<file path="src/rtl/pll_seq_pkg.sv">
// Package: shared address map, feed keys and state types for the
// PLL start-up sequencer. Assumes a 2-bit word address and 16-bit data.
package pll_seq_pkg;
    localparam logic [1:0] ADDR_CFG  = 2'd0;
    localparam logic [1:0] ADDR_CTRL = 2'd1;
    localparam logic [1:0] ADDR_FEED = 2'd2;
    localparam logic [1:0] ADDR_DIV  = 2'd3;

    localparam logic [15:0] KEY_FIRST  = 16'h00AA;
    localparam logic [15:0] KEY_SECOND = 16'h0055;

    typedef enum logic [0:0] {
        FEED_IDLE  = 1'b0,
        FEED_ARMED = 1'b1
    } feed_state_e;

    typedef struct packed {
        logic cfg;
        logic en;
        logic con;
    } commit_sel_t;
endpackage

</file>
<file path="src/rtl/pll_feed_guard.sv">
// Module: key-sequence detector. Raises feed_ok for the single cycle in which
// the second key is written directly after the first key, counting only bus
// writes (idle cycles do not break the sequence).
// Assumes one write per asserted wr_en cycle.
module pll_feed_guard
    import pll_seq_pkg::*;
(
    input  logic        clk,
    input  logic        rst_n,
    input  logic        wr_en,
    input  logic [1:0]  wr_addr,
    input  logic [15:0] wr_data,
    output logic        feed_ok
);
    feed_state_e st_q;
    logic        is_first;
    logic        is_second;

    // Decode the two key writes.
    always_comb begin
        is_first  = wr_en && (wr_addr == ADDR_FEED) && (wr_data == KEY_FIRST);
        is_second = wr_en && (wr_addr == ADDR_FEED) && (wr_data == KEY_SECOND);
    end

    // Release strobe: second key while armed.
    always_comb feed_ok = is_second && (st_q == FEED_ARMED);

    // Arm on the first key; any other write disarms (a repeated first key re-arms).
    always_ff @(posedge clk) begin
        if (!rst_n) begin
            st_q <= FEED_IDLE;
        end else if (wr_en) begin
            st_q <= is_first ? FEED_ARMED : FEED_IDLE;
        end
    end

    // the armed state is only ever entered through a first-key write.
    p_arm_by_key_r2: assert property (@(posedge clk) disable iff (!rst_n)
        $rose(st_q == FEED_ARMED) |-> $past(wr_en && wr_addr == ADDR_FEED && wr_data == KEY_FIRST));

    // a non-key write while armed always drops the arm.
    p_abort_r3: assert property (@(posedge clk) disable iff (!rst_n)
        (st_q == FEED_ARMED && wr_en && !(wr_addr == ADDR_FEED && (wr_data == KEY_FIRST || wr_data == KEY_SECOND)))
        |=> (st_q == FEED_IDLE));
endmodule

</file>
<file path="src/rtl/pll_startup_timer.sv">
// Module: decides when the multiplier output may be trusted. Classifies the
// reference frequency (IN_KHZ / (pre-divider + 1)) against the lock-flag
// trust range, then either follows the lock input or runs a timeout:
// 500 us of block clock above the range, 200 reference ticks below it.
// Assumes the block clock runs at TICKS_PER_US cycles per microsecond.
module pll_startup_timer #(
    parameter int unsigned IN_KHZ       = 24000,
    parameter int unsigned TICKS_PER_US = 4,
    parameter int unsigned PDIV_W       = 8
) (
    input  logic              clk,
    input  logic              rst_n,
    input  logic              run,
    input  logic              restart,
    input  logic [PDIV_W-1:0] pdiv,
    input  logic              pll_lock,
    input  logic              ref_tick,
    output logic              ready
);
    localparam int unsigned LONG_CYC = 500 * TICKS_PER_US;
    localparam int unsigned SLOW_CYC = 200;
    localparam int unsigned CNT_MAX  = (LONG_CYC > SLOW_CYC) ? LONG_CYC : SLOW_CYC;
    localparam int unsigned CW       = $clog2(CNT_MAX + 1);
    localparam logic [CW-1:0] LONG_LAST = CW'(LONG_CYC - 1);
    localparam logic [CW-1:0] SLOW_LAST = CW'(SLOW_CYC - 1);

    logic [31:0]   div_n;
    logic          ref_low;
    logic          ref_high;
    logic          trusted;
    logic          tick;
    logic [CW-1:0] last;
    logic [CW-1:0] cnt_q;
    logic          done_q;

    // Reference-range classification without a divider.
    always_comb begin
        div_n    = 32'(pdiv) + 32'd1;
        ref_low  = IN_KHZ < (32'd100 * div_n);
        ref_high = IN_KHZ > (32'd20000 * div_n);
        trusted  = !ref_low && !ref_high;
    end

    // Timeout source and length for the untrusted modes.
    always_comb begin
        tick = ref_high ? 1'b1 : ref_tick;
        last = ref_high ? LONG_LAST : SLOW_LAST;
    end

    // Timeout counter: cleared when stopped or restarted, latches done.
    always_ff @(posedge clk) begin
        if (!rst_n || restart || !run) begin
            cnt_q  <= '0;
            done_q <= 1'b0;
        end else if (!done_q && tick) begin
            if (cnt_q == last) begin
                done_q <= 1'b1;
            end else begin
                cnt_q <= cnt_q + 1'b1;
            end
        end
    end

    // Readiness: lock flag inside the trust range, timeout outside it.
    always_comb ready = run && (trusted ? pll_lock : done_q);

    // done only rises after the full count for the active mode.
    p_timeout_len_r9: assert property (@(posedge clk) disable iff (!rst_n)
        $rose(done_q) |-> ($past(cnt_q) == $past(last)));

    // a restart always leaves the timeout not done.
    p_restart_clears_r12: assert property (@(posedge clk) disable iff (!rst_n)
        restart |=> !done_q);
endmodule

</file>
<file path="src/rtl/pll_seq_ctrl.sv">
// Module: top of the PLL start-up sequencer. Stages configuration, enable
// and connect requests from the write port, releases one per completed key
// sequence (configuration, then enable, then connect), checks that the CPU
// divider was reprogrammed between enable and connect, and reports readiness
// with an optional interrupt.
// Assumes a single-cycle write strobe and a synchronous lock input.
module pll_seq_ctrl
    import pll_seq_pkg::*;
#(
    parameter int unsigned IN_KHZ       = 24000,
    parameter int unsigned TICKS_PER_US = 4,
    parameter int unsigned DATA_W       = 16
) (
    input  logic              clk,
    input  logic              rst_n,
    input  logic              wr_en,
    input  logic [1:0]        wr_addr,
    input  logic [DATA_W-1:0] wr_data,
    input  logic              pll_lock,
    input  logic              ref_tick,
    output logic              pll_en,
    output logic              pll_con,
    output logic [DATA_W-1:0] pll_cfg,
    output logic              lock_ready,
    output logic              irq
);
    localparam int unsigned PDIV_W = DATA_W / 2;

    logic              feed_ok;
    logic              t_ready;
    logic              ready_w;
    commit_sel_t       sel;
    logic [DATA_W-1:0] cfg_stage_q;
    logic              pend_cfg_q;
    logic              pend_en_q;
    logic              pend_en_val_q;
    logic              pend_con_q;
    logic              pend_con_val_q;
    logic              irq_en_q;
    logic              div_ok_q;
    logic              wr_cfg;
    logic              wr_ctrl;
    logic              wr_div;
    logic              restart;

    pll_feed_guard u_feed (
        .clk     (clk),
        .rst_n   (rst_n),
        .wr_en   (wr_en),
        .wr_addr (wr_addr),
        .wr_data (wr_data),
        .feed_ok (feed_ok)
    );

    // Write decode for the staging registers.
    always_comb begin
        wr_cfg  = wr_en && (wr_addr == ADDR_CFG);
        wr_ctrl = wr_en && (wr_addr == ADDR_CTRL);
        wr_div  = wr_en && (wr_addr == ADDR_DIV);
    end

    // One-per-feed selection in fixed priority order.
    always_comb begin
        sel.cfg = feed_ok && pend_cfg_q;
        sel.en  = feed_ok && !pend_cfg_q && pend_en_q;
        sel.con = feed_ok && !pend_cfg_q && !pend_en_q && pend_con_q;
    end

    // Timer restart on enable-on or on a configuration commit.
    always_comb restart = (sel.en && pend_en_val_q) || sel.cfg;

    pll_startup_timer #(
        .IN_KHZ       (IN_KHZ),
        .TICKS_PER_US (TICKS_PER_US),
        .PDIV_W       (PDIV_W)
    ) u_timer (
        .clk      (clk),
        .rst_n    (rst_n),
        .run      (pll_en),
        .restart  (restart),
        .pdiv     (pll_cfg[DATA_W-1 -: PDIV_W]),
        .pll_lock (pll_lock),
        .ref_tick (ref_tick),
        .ready    (t_ready)
    );

    // Readiness is gated by the enable register so disable clears it at once.
    always_comb begin
        ready_w    = pll_en && t_ready;
        lock_ready = ready_w;
        irq        = ready_w && irq_en_q;
    end

    // Staging of configuration and requests; commit consumes the chosen one.
    always_ff @(posedge clk) begin
        if (!rst_n) begin
            cfg_stage_q    <= '0;
            pend_cfg_q     <= 1'b0;
            pend_en_q      <= 1'b0;
            pend_en_val_q  <= 1'b0;
            pend_con_q     <= 1'b0;
            pend_con_val_q <= 1'b0;
            irq_en_q       <= 1'b0;
        end else begin
            if (wr_cfg) begin
                cfg_stage_q <= wr_data;
                pend_cfg_q  <= 1'b1;
            end else if (sel.cfg) begin
                pend_cfg_q  <= 1'b0;
            end
            if (wr_ctrl) begin
                pend_en_q      <= (wr_data[0] != pll_en);
                pend_en_val_q  <= wr_data[0];
                pend_con_q     <= (wr_data[1] != pll_con);
                pend_con_val_q <= wr_data[1];
                irq_en_q       <= wr_data[2];
            end else begin
                if (sel.en)  pend_en_q  <= 1'b0;
                if (sel.con) pend_con_q <= 1'b0;
            end
        end
    end

    // Committed configuration word.
    always_ff @(posedge clk) begin
        if (!rst_n) begin
            pll_cfg <= '0;
        end else if (sel.cfg) begin
            pll_cfg <= cfg_stage_q;
        end
    end

    // Enable, connect and divider-window tracking.
    always_ff @(posedge clk) begin
        if (!rst_n) begin
            pll_en   <= 1'b0;
            pll_con  <= 1'b0;
            div_ok_q <= 1'b0;
        end else if (sel.en) begin
            pll_en   <= pend_en_val_q;
            div_ok_q <= 1'b0;
            if (!pend_en_val_q) pll_con <= 1'b0;
        end else if (sel.con) begin
            if (!pend_con_val_q)
                pll_con <= 1'b0;
            else if (pll_en && ready_w && div_ok_q)
                pll_con <= 1'b1;
        end else if (wr_div && pll_en && !pll_con) begin
            div_ok_q <= 1'b1;
        end
    end

    // never more than one action released per sequence.
    p_one_action_r4: assert property (@(posedge clk) disable iff (!rst_n)
        $onehot0({sel.cfg, sel.en, sel.con}));

    // connect only rises when readiness and the divider window held.
    p_con_guard_r6: assert property (@(posedge clk) disable iff (!rst_n)
        $rose(pll_con) |-> $past(ready_w && div_ok_q && pll_en));

    // a disable commit drops enable, connect and readiness together.
    p_disable_clears_r7: assert property (@(posedge clk) disable iff (!rst_n)
        (sel.en && !pend_en_val_q) |=> (!pll_en && !pll_con && !lock_ready));

    // connect is never held without enable.
    p_con_needs_en_r7: assert property (@(posedge clk) disable iff (!rst_n)
        pll_con |-> pll_en);

    // outputs only move on a commit.
    p_staged_r5: assert property (@(posedge clk) disable iff (!rst_n)
        !feed_ok |=> ($stable(pll_en) && $stable(pll_cfg)));
endmodule

</file>
<file path="config.mk">
export PLATFORM = sky130hd
export DESIGN_NAME = pll_seq_ctrl
export DESIGN_NICKNAME = d
export VERILOG_FILES = /design/src/rtl/pll_seq_pkg.sv /design/src/rtl/pll_feed_guard.sv /design/src/rtl/pll_startup_timer.sv /design/src/rtl/pll_seq_ctrl.sv
export SDC_FILE = /design/constraint.sdc
export NUM_CORES = 1
export LEC_CHECK = 0
export BUFFER_PORTS_ARGS = -buffer_cell sky130_fd_sc_hd__buf_2
export CAP_MARGIN = 20
export CORE_MARGIN = 3
export CORE_UTILIZATION = 49
export DETAILED_ROUTE_END_ITERATION = 6
export PLACE_DENSITY = 0.76
export RECOVER_POWER = 50
export SLEW_MARGIN = 20
export SYNTH_ARGS = -nofsm -noshare
export SYNTH_HDL_FRONTEND = slang
export SYNTH_SLANG_ARGS = --single-unit
</file>
<file path="constraint.sdc">
create_clock -name clk -period 7.3 [get_ports clk]
set_clock_uncertainty 0.1 [all_clocks]
set_input_delay 1.46 -clock clk [delete_from_list [all_inputs] [get_ports clk]]
set_output_delay 1.46 -clock clk [all_outputs]
set_load 0.1 [all_outputs]
</file>
==> impl_metrics.tcl <==
set metrics [dict create \
    cts_hold_buf 0 \
    grt_pass1_vias 3902 \
    synth_cells 559 \
    netlist_top_cells_area "dfxtp_1 (23%), ha_1 (18%), fa_1 (8.0%)" \
    clock-root-buffer "clkbuf_8" \
    arrival_ns 5.58 \
    ys_async_sr_fraction_pct 0 \
    syn-cell-area_um2 4730 \
    syn-num-nets 671 \
    start_kind "flop" \
    min_to "cfg_stage_q[12]" \
    r2r_slack_ns 1.52 \
    grt_overflow 0 \
    period_minus_slack_ns 7.14 \
    core_um2 9330 \
    num_vias 4042 \
    cts_sinks 54 \
    setup_viol 0 \
    final_nets 721 \
    crit_top_cell "inv_1" \
    drive_above_1_share_pct 17.5 \
    hold_class "flop to flop" \
    whs_ns 0.371 \
    max-cap-violations 1 \
    min-delay-start "cfg_stage_q[12]" \
    worstSetupEndpointType "output port" \
    yosysTopAreaCellShare_pct 22.8 \
    r2r_cells 24 \
    cp_cell_sequence "ha_4 > nand3_4 > xnor2_2 > inv_1 > fa_1 > inv_1 > fa_1 > inv_1 > fa_1 > inv_1 > ha_2 > a21o_1 > a221oi_4 > o221ai_2 > nor3b_2 > o221ai_2 > nor4_4 > nor4b_4 > mux2i_4 > and2_4 > buf_12" \
    grt_start_max_net_pins 45 \
    relSlewSlack_pct -22.3 \
    worst_pin_slew_ns 1.83 \
    cp_slowest_stage_delay_ns 0.52 \
    setup-tns-final_ns 0 \
    ioPinCount 43 \
    cts_buffers 5 \
    slowest_stage "fa_1" \
    drv_slew 18 \
    ir_worst_vdd_uv 110 \
    synth.distinct_cells 53 \
    num-fill-cells 810 \
    status "finished with violations" \
    holdPathStages 2 \
    rsz0062_at_grt "true" \
    start_util_pct 50.8 \
    h-tree-depth 2 \
    detail_route.vias_per_cell 5.47 \
    pwr_density_cell_nw_per_um2 89.5 \
    drc_errors 0 \
    top_regs "cfg_stage_q x16, pll_cfg x16, u_timer.cnt_q x11" \
    clock_path_buffers 2 \
    drt_wl_total_um 10500 \
    io_buffers 42 \
    area_delta_synth_final_pct 18.0 \
    synth-main-ff-cell "dfxtp_1" \
    hold_viol 0 \
    synth.avg_cell_area_um2 8.47 \
    worstReg2RegStart "pll_cfg[12]" \
    dieArea_um2 10900 \
    power_uw 500 \
    yosys.area.top_type "dfxtp_1" \
    synth_common_cells "inv_1 (71), ha_1 (70), nand2_1 (58)" \
    chipHeight_um 104 \
    cts_tree "built" \
    cp_max_fo 8 \
    drtIter0Drc 209 \
    die_width_um 104 \
    cp.required_ns 5.74 \
    fin_crit_sh_pct 97.8 \
    clk_latency_ns 0.31 \
    ys_seq_area_share_pct 22.8 \
    wire_per_inst_um 14.3 \
    gp_congestion 0.878 \
    synth_most_common_cell "inv_1" \
    antenna_found_initial 0 \
    rows 35 \
    yosys_warnings 0 \
    violations "capacitance limit, slew limit" \
    diodes 0 \
    path_clk_slew_ns 0.10 \
    grt_use_total_pct 18.5 \
    synth_edf_count 0 \
    reg2reg_to "u_timer.cnt_q[9]" \
    firstDrtPassIters 4 \
    crit_type "flop to output port" \
    postRouteAntennaNets 0 \
    leakage_uw 0.00269 \
    grt_pass1_wl_um 17400 \
    max_freq_mhz 140 \
    dp_hpwl_um 7910 \
    ys_seq_elements 54 \
]
-- stage by stage --
| stage | utilization (%) | setup slack [ns] | instances | cell area [um2] |
|---|---|---|---|---|
| 2_1_floorplan | - | -0.257 | 559 | 4920 |
| 3_3_place_gp | 56.5 | 0.334 | 717 | 5270 |
| 3_5_place_dp | 56.5 | 0.215 | 717 | 5270 |
| 4_1_cts | 58.0 | 0.0293 | 728 | 5410 |
| 5_1_grt | 59.9 | -0.100 | 739 | 5590 |
| 6_report | 59.9 | 0.158 | 739 | 5590 |
-- cell type report --
| class | instances | area, um2 | area share [%] |
|---|---|---|---|
| clock buffers | 5 | 68.8 | 1.23 |
| clock inverters | 3 | 28.8 | 0.515 |
| inverters | 71 | 267 | 4.77 |
| multi-input cells | 418 | 3610 | 64.5 |
| flip-flops and latches | 54 | 1110 | 19.8 |
| well taps | 129 | 161 | 2.89 |
| repair buffers | 59 | 350 | 6.27 |
-- logic make-up after synthesis --
group           Yosys count  share of synthesized area, %
mux                      25                          5.29
compound gates           96                          13.4
fa+ha+maj                89                          26.5
xor+xnor                 23                          4.25
flops                    54                          22.8
simple gates            185                          20.8
buf+inv                  87                          6.92
-- worst max-delay path: cells and delay by family (launching register included) --
| kind | cells | cell delay, ns |
|---|---|---|
| AOI/OAI and AO/OA | 4 | 1.02 |
| xor gates and xnor gates | 1 | 0.24 |
| adders and majority gates | 5 | 1.89 |
| DFF | 1 | 0.41 |
| and+or+nand+nor | 5 | 0.89 |
| muxes | 1 | 0.30 |
| buffers and inverters | 5 | 0.49 |
-- cells in the final DEF (no fill, tap or decap), types with 5 or more instances in the layout --
| master | Yosys | layout |
|---|---|---|
| fa_1 | 19 | 19 |
| nor2b_1 | 23 | 23 |
| mux2i_1 | 25 | 24 |
| inv_2 | 0 | 6 |
| nor3_1 | 9 | 8 |
| and3_1 | 6 | 5 |
| clkbuf_1 | 14 | 12 |
| a211oi_1 | 6 | 6 |
| nand3_1 | 19 | 16 |
| nand2_1 | 58 | 58 |
| nor2_1 | 20 | 18 |
| inv_1 | 71 | 65 |
| a21o_1 | 6 | 6 |
| xnor2_1 | 16 | 11 |
| nand4_1 | 7 | 7 |
| a21boi_0 | 18 | 18 |
| xor2_1 | 7 | 5 |
| o21ai_1 | 7 | 9 |
| o21ai_0 | 9 | 7 |
| ha_1 | 70 | 64 |
| or3_1 | 7 | 7 |
| clkbuf_8 | 0 | 5 |
| dfxtp_1 | 54 | 46 |
| buf_2 | 1 | 29 |
| buf_4 | 0 | 16 |
| a21oi_1 | 28 | 28 |
| dfxtp_4 | 0 | 6 |
-- routing by layer --
metal / part of all wire [%] / track usage, %
met3: 3.1 / 2.30
met2: 51 / 33.7
met5: 0 / 0
met1: 44 / 23.3
met4: 1.5 / 4.27
-- report_power, final --
part / internal, uW / leakage [uW] / switching, uW / total, uW
Sequential: 296 / 0.000442 / 2.55 / 299
Clock: 71.3 / 0.0000502 / 104 / 176
Combinational: 12.3 / 0.00219 / 13.5 / 25.8
Total: 380 / 0.00269 / 121 / 500
-- how the worst max path moves through the flow --
stage | startpoint | to | slack (ns) | depth (start not counted)
CTS | pll_cfg[8] | irq | 0.03 | 23
finish | pll_cfg[9] | irq | 0.16 | 21
floorplan | pll_cfg[8] | irq | -0.26 | 22
global route | pll_cfg[9] | irq | -0.1 | 22
global placement | pll_cfg[8] | irq | 0.33 | 23
detailed placement | pll_cfg[9] | irq | 0.22 | 21
-- timing repair --
item / CTS / global route
pin swaps: 2 / 17
endpoints found under the setup margin: 1 / 2
buffers inserted: 3 / 11
gates resized for setup: 2 / 21
Note: power is estimated with default switching activity, not from simulation.
